[src/rtl/gen_marshal_buf.sv]
module gen_marshal_buf #(
  parameter int ENTRIES = 16,
  parameter int ADDR_W  = 48,
  parameter int SEG_W   = 4,
  parameter int CORE_W  = 6
) (
  input  logic              clk,
  input  logic              rst_n,
  input  logic              gen_valid,
  input  logic [ADDR_W-1:0] gen_addr,
  input  logic              bind_we,
  input  logic [SEG_W-1:0]  bind_seg,
  input  logic [CORE_W-1:0] bind_core,
  input  logic              mar_valid,
  input  logic              mar_is_seg,
  input  logic [CORE_W-1:0] mar_arg,
  output logic              push_valid,
  input  logic              push_ready,
  output logic [ADDR_W-1:0] push_addr,
  output logic [CORE_W-1:0] push_core
);
  localparam int CNT_W = $clog2(ENTRIES + 1);
  localparam int PTR_W = $clog2(ENTRIES);
  localparam int SEGS  = 1 << SEG_W;

  logic [ADDR_W-1:0] mem      [ENTRIES];
  logic [CORE_W-1:0] bind_tbl [SEGS];
  logic [CNT_W-1:0]  count;
  logic [PTR_W-1:0]  rd_ptr;
  logic [CORE_W-1:0] dest;
  logic              draining;
  logic              hold_v;
  logic [ADDR_W-1:0] hold_addr;
  logic [ENTRIES-1:0] hit;

  for (genvar i = 0; i < ENTRIES; i++) begin : g_cmp
    assign hit[i] = (CNT_W'(i) < count) && (mem[i] == gen_addr);
  end

  wire              full       = (count == CNT_W'(ENTRIES));
  wire              accept_gen = gen_valid && !draining && !(|hit) && !full;
  wire [CORE_W-1:0] mar_core   = mar_is_seg ? bind_tbl[mar_arg[SEG_W-1:0]] : mar_arg;
  wire              start      = mar_valid && !draining && (count != '0 || accept_gen);
  wire              push_fire  = push_valid && push_ready;
  wire              last       = (CNT_W'(rd_ptr) == count - CNT_W'(1));

  assign push_valid = draining;
  assign push_addr  = mem[rd_ptr];
  assign push_core  = dest;

  always_ff @(posedge clk) begin
    if (!rst_n) begin
      for (int s = 0; s < SEGS; s++) bind_tbl[s] <= CORE_W'(s);
    end else if (bind_we) begin
      bind_tbl[bind_seg] <= bind_core;
    end
  end

  always_ff @(posedge clk) begin
    if (!rst_n) begin
      count     <= '0;
      rd_ptr    <= '0;
      dest      <= '0;
      draining  <= 1'b0;
      hold_v    <= 1'b0;
      hold_addr <= '0;
    end else begin
      if (accept_gen) begin
        mem[PTR_W'(count)] <= gen_addr;
        count              <= count + CNT_W'(1);
      end
      if (start) begin
        draining <= 1'b1;
        rd_ptr   <= '0;
        dest     <= mar_core;
      end
      if (draining && gen_valid && !hold_v) begin
        hold_v    <= 1'b1;
        hold_addr <= gen_addr;
      end
      if (push_fire) begin
        rd_ptr <= rd_ptr + PTR_W'(1);
        if (last) begin
          draining <= 1'b0;
          rd_ptr   <= '0;
          hold_v   <= 1'b0;
          if (hold_v) begin
            mem[0] <= hold_addr;
            count  <= CNT_W'(1);
          end else if (gen_valid) begin
            mem[0] <= gen_addr;
            count  <= CNT_W'(1);
          end else begin
            count  <= '0;
          end
        end
      end
    end
  end

  p_count_bound_r4: assert property (@(posedge clk) disable iff (!rst_n)
    count <= CNT_W'(ENTRIES));

  p_push_stall_r5: assert property (@(posedge clk) disable iff (!rst_n)
    push_valid && !push_ready |=> push_valid && $stable(push_addr) && $stable(push_core));

  p_dest_steady_r7: assert property (@(posedge clk) disable iff (!rst_n)
    push_valid && $past(push_valid) |-> $stable(push_core));

  p_empty_after_r8: assert property (@(posedge clk) disable iff (!rst_n)
    push_fire && last |=> !push_valid && count <= CNT_W'(1));

  p_list_frozen_r9: assert property (@(posedge clk) disable iff (!rst_n)
    draining && !(push_fire && last) |=> $stable(count));

  p_start_offer_r11: assert property (@(posedge clk) disable iff (!rst_n)
    start |=> push_valid);
endmodule

[config.mk]
export PLATFORM = sky130hd
export DESIGN_NAME = gen_marshal_buf
export DESIGN_NICKNAME = d
export VERILOG_FILES = /design/src/rtl/gen_marshal_buf.sv
export SDC_FILE = /design/constraint.sdc
export NUM_CORES = 2
export LEC_CHECK = 0
export ABC_AREA = 1
export BUFFER_PORTS_ARGS = -buffer_cell sky130_fd_sc_hd__clkbuf_2
export CORE_AREA = 2 2 428 345
export DETAILED_ROUTE_END_ITERATION = 8
export DIE_AREA = 0 0 430 347
export MAX_ROUTING_LAYER = met4
export PLACE_DENSITY = 0.57
export SETUP_SLACK_MARGIN = 0.1
export SYNTH_ARGS = -nofsm -noshare
export SYNTH_HDL_FRONTEND = slang
export SYNTH_SLANG_ARGS = --single-unit
[constraint.sdc]
create_clock -name clk -period 10.25 [get_ports clk]
set_clock_uncertainty 0.05 [all_clocks]
set_input_delay 1.025 -clock clk [delete_from_list [all_inputs] [get_ports clk]]
set_output_delay 1.025 -clock clk [all_outputs]
set_load 0.1 [all_outputs]
### Yosys cells after proc, flatten, opt, wreduce, memory -nomap -nowiden

Memories as Yosys holds them, arrays and structs flattened. A register that Yosys moved wholly into a read port is not among the register bits.
Cells that the tools add are included.

| word-level totals | value |
|---|---|
| register bits after elaboration | 65 |
| latch bits | 0 |
| RAM bits | 864 |
| bits in read-only memories | 0 |
| input bits | 71 |
| output and inout port bits | 55 |
| word-level logic and storage cells | 122 |
| memories | 2 |

| operators by class | value |
|---|---|
| add/subtract/negate cells | 3 |
| multiply operators | 0 |
| divide/modulo/power cells | 0 |
| $lt $le $gt $ge | 16 |
| eq/ne operators | 18 |
| shifts and indexed selects | 0 |
| multiplexer cells | 42 |
| bitwise gates (word level) | 1 |
| reductions and logical operators | 34 |

Memory list:

| name | depth | bits a word | rd ports | clocked after Yosys merged registers in | write ports | line | text |
|---|---|---|---|---|---|---|---|
| mem | 16 | 48 | 17 | 1 | 1 | 26 | `logic [ADDR_W-1:0] mem [ENTRIES];` |
| bind_tbl | 16 | 6 | 1 | 0 | 16 | 27 | `logic [CORE_W-1:0] bind_tbl [SEGS];` |

Operators by type and width:

| operator | number |
|---|---|
| $eq 48x48->1 | 16 |
| $mux 48 | 2 |
| $reduce_or 48->1 | 1 |
| $lt 4x5->1 const A | 8 |
| $mux 1 | 28 |
| $mux 4 | 7 |
| $logic_and 1x1->1 | 24 |
| $lt 3x5->1 const A | 4 |
| $reduce_or 16->1 | 1 |
| $mux 5 | 3 |
| $mux 6 | 2 |
| $lt 1x5->1 const A | 2 |
| $lt 2x5->1 const A | 2 |
| $reduce_or 6->1 | 1 |
| $add 5x1->5 const B | 1 |
| $eq 4x5->1 | 1 |
| $eq 5x5->1 const B | 1 |
| $reduce_bool 5->1 | 1 |
| $sub 5x1->5 const B | 1 |
| $add 4x1->4 const B | 1 |
| $logic_not 1->1 | 4 |
| $reduce_bool 2->1 | 1 |
| $logic_or 1x1->1 | 1 |
| $or 1x1->1 | 1 |

### Depth between registers and ports, before layout

An unclocked memory read counts as a cell.

| logic depth | value |
|---|---|
| depth in word-level cells | 13 |
| mapped depth | 20 |

### Worst setup path after synthesis

OpenSTA, ideal clock, no wires.

| timing | value |
|---|---|
| kind | in2reg |
| from | in gen_addr[20] |
| to | mem mem[10][0], enable pin |
| setup time | 0.513 ns |
| arrival time | 5.668 ns |
| required time | 9.687 ns |
| path slack | 4.019 ns |
| stages on the path | 17 |
| cells stage by stage | buf_4 -> inv_2 -> buf_2 -> nand2_1 -> o21ai_1 -> nor2_1 -> nand2_1 -> nor2_1 -> nand2_1 -> nor2_1 -> nand2_1 -> nand2_1 -> nor2_2 -> nand3_2 -> nor2_8 -> nand3_1 -> nor3_1 |

| on the way | value |
|---|---|
| longest elaborated chain between the ends | 10 |
| elaborated cells on any way between the ends | 40 |

Ends and longest elaborated chain:

| what | line | text |
|---|---|---|
| from (decl) | 10 | `input logic [ADDR_W-1:0] gen_addr,` |
| $eq 48x48->1 | 37 | `assign hit[i] = (CNT_W'(i) < count) && (mem[i] == gen_addr);` |
| $logic_and 1x1->1 | 37 |  |
| $reduce_or 16->1 * | 41 | `wire accept_gen = gen_valid && !draining && !(\|hit) && !full;` |
| $logic_not 1->1 * | 41 |  |
| $logic_and 1x1->1 * (2 in series) | 41 |  |
| $mux 1 * | 68 | `if (accept_gen) begin` |
| $mux 1 * | 60 | `if (!rst_n) begin` |
| $mux 1 (implied by the code) * | 69 | `mem[PTR_W'(count)] <= gen_addr;` |
| $mux 1 (no source line) * | n/a |  |
| to (decl) | 26 |  |

Every way passes the cells marked *; elsewhere a longest branch is shown, timed or not.

==> flow_metrics.tcl <==
set metrics [dict create \
    grt_pass1_vias 38200 \
    routed_wl_mm 261 \
    die_width_um 430 \
    hold_viol_final 0 \
    drtIter0Drc 8883 \
    worst_setup_path_start_kind "register" \
    required_ns 9.18 \
    core_area_sq_mm 0.145 \
    grt_start_max_net_pins 169 \
    io_pins 126 \
    maxCapViolations 1 \
    arrival_ns 4.86 \
    avgSynthCellArea_sq_um 9.00 \
    place_hpwl_mm 189 \
    htreeDepth 3 \
    drive_gt1_share_pct 8.09 \
    critPathKind "reg2out" \
    drc 0 \
    cts_tree "yes" \
    violations "capacitance limit, slew limit" \
    vias 44000 \
    clockBufferDepth 3 \
    setup_viol_count_final 0 \
    period_needed_ns 5.93 \
    fin_nets 5496 \
    final_cell_mix "nand2_1, edfxtp_1, nor2_1" \
    antenna_found_initial 25 \
    grt_use_met3_pct 10.8 \
    cts_buffers 103 \
    worstMarginPinSlew_ns 1.53 \
    synth_cell_types 46 \
    cts_setup_buffers 0 \
    use_met1_pct 49.8 \
    dieArea_sq_mm 0.149 \
    dp.cells 7219 \
    drt_first_pass_iters 7 \
    grtUsageMet2_pct 46.2 \
    detail-route-antenna-nets 0 \
    rrSetupSlack_ns 4.94 \
    die_h_um 347 \
    syn_inst 5446 \
    clock.fmax_ghz 0.169 \
    yosys_warnings 0 \
    synth_area_sq_mm 0.0490 \
    synth_flop_cell "edfxtp_1" \
    synth-seq-cells 933 \
    grt_pass1_wl_mm 344 \
    track_usage_pct 34.9 \
    min_from "push_core[1]$_SDFFE_PN0P_" \
    synthToLayoutAreaGrowth_pct 11.5 \
    status "complete, but fails checks" \
    fin_cells 7430 \
    rsz0062_at_grt "false" \
    gp_congestion 1.13 \
    power_leakage_nw 20.1 \
    p_per_area_mw_per_mm2 172 \
    holdPathStages 2 \
    path_clk_slew_ns 0.06 \
    synth-edff-count 864 \
    rr_startpoint "count[3]$_SDFF_PN0_" \
    crit_fanout 116 \
    ys_seq_area_share_pct 55.8 \
    io_buffers 125 \
    synth_nets 5522 \
    r2r_end "mem[13][7]$_DFFE_PP_" \
    clock_latency_ns 0.76 \
    timing.final.crit_share_pct 57.9 \
    hold_class "reg2reg" \
    finalSetupTns_ns 0 \
    top_usage_layer "met1" \
    layout_commonest_cell "nand2_1" \
    endpoint_kind "primary output" \
    ctsResizeCount 0 \
    max_slew_margin_pct -3.04 \
    row_count 125 \
    postCtsHoldBufs 0 \
    fin_hold_ws_ns 0.438 \
    clockRootBuffer "clkbuf_16" \
    finalMaxSlewViolations 3 \
    initial_core_util_pct 33.9 \
    ff2ff_path_depth 12 \
    hold_end "push_core[1]$_SDFFE_PN0P_" \
    worst_ir_drop_vdd_mv 0.145 \
    async_reset_ff_share_pct 0 \
    grt-ovfl-total 0 \
    cts.sinks 933 \
    wl_per_cell_um 35.1 \
    routed_via_density 5.92 \
]
## area by class of cell
cell class	instances	area, sq um
Timing Repair Buffer	193	1180
Clock buffer	142	2910
Antenna cell	15	37.5
Tap cell	1905	2380
Clock inverter	53	543
Multi-Input combinational cell	3797	18700
Sequential cell	933	27300
Inverter	392	1490
Fill cell	14600	90100
## worst max path at each step
| stage | startpoint | endpoint | slack, ns |
|---|---|---|---|
| 4_1_cts | register | push_addr[46] | 4.49 |
| 3_5_place_dp | gen_addr[3] | mem[6][1]$_DFFE_PP_ | 4.20 |
| 2_1_floorplan | gen_addr[20] | mem[10][0]$_DFFE_PP_ | 4.02 |
| 6_report | register | push_addr[46] | 4.32 |
| 3_3_place_gp | gen_addr[0] | mem[13][7]$_DFFE_PP_ | 4.22 |
| 5_1_grt | register | push_addr[46] | 4.25 |
## critical path: stages, from the launching register on
cell and delay (ns):
dfxtp_4 0.52, inv_8 0.54, buf_4 0.82, o21ai_0 0.15, o21ai_0 0.85, o221ai_1 0.21
nand2_1 0.22, clkbuf_2 0.49
## through the flow
stage	utilization [%]	total power [mW]	area, sq um	setup slack [ns]
after detailed placement	35.3	5.46	51100	4.20
after CTS	37.7	9.33	54600	4.49
after global placement	35.3	5.46	51100	4.22
after global routing	37.7	9.54	54600	4.25
final	37.8	9.37	54600	4.32
after floorplan	-	5.01	49000	4.02
## synth_stat cells (all sizes together), types with 86 or more instances
| library cell | number | share of area, % |
|---|---|---|
| buf | 151 | 2.0 |
| a21oi | 267 | 2.7 |
| nor2 | 738 | 5.7 |
| nand3 | 153 | 1.6 |
| xnor2 | 234 | 4.2 |
| xor2 | 133 | 2.4 |
| clkbuf | 173 | 1.3 |
| edfxtp | 864 | 53 |
| o21ai | 733 | 7.5 |
| nand2 | 1279 | 9.8 |
| inv | 385 | 2.9 |
| o211ai | 86 | 1.3 |
## cell families (layout without fill, tap and decap cells)
family | Yosys count | count (layout) | synth area share [%]
adder cells (fa/ha/maj) | 5 | 5 | 0.128
other | 0 | 15 | 0
AND/OR/NAND/NOR | 2210 | 2210 | 17.6
AO/OA/AOI/OAI | 1214 | 1214 | 13.6
XOR/XNOR | 367 | 367 | 6.56
buffers and inverters | 716 | 780 | 6.29
multiplexers | 1 | 1 | 0.0204
flip-flops | 933 | 933 | 55.8
## metal layers
layer  up-vias  routed length (um)
li1      18400                   -
met1     21800              108000
met2      3455              104000
met3       392               38600
met4         0               10500
met5         -                   0
## report_power, final
group | switching, mW | internal (mW) | leakage, nW
sequential | 0.0393 | 4.22 | 8.41
clock | 1.71 | 2.24 | 1.68
combinational | 0.946 | 0.218 | 9.96
## sequential cells by signal, summed over array words and instances, names as in the netlist, named ones only
signal	count
hold_addr	48
push_valid	1
count	5
push_core	6
mem	768
hold_v	1
bind_tbl	96
rd_ptr	4
No activity file was read; power rests on OpenSTA's default activity.
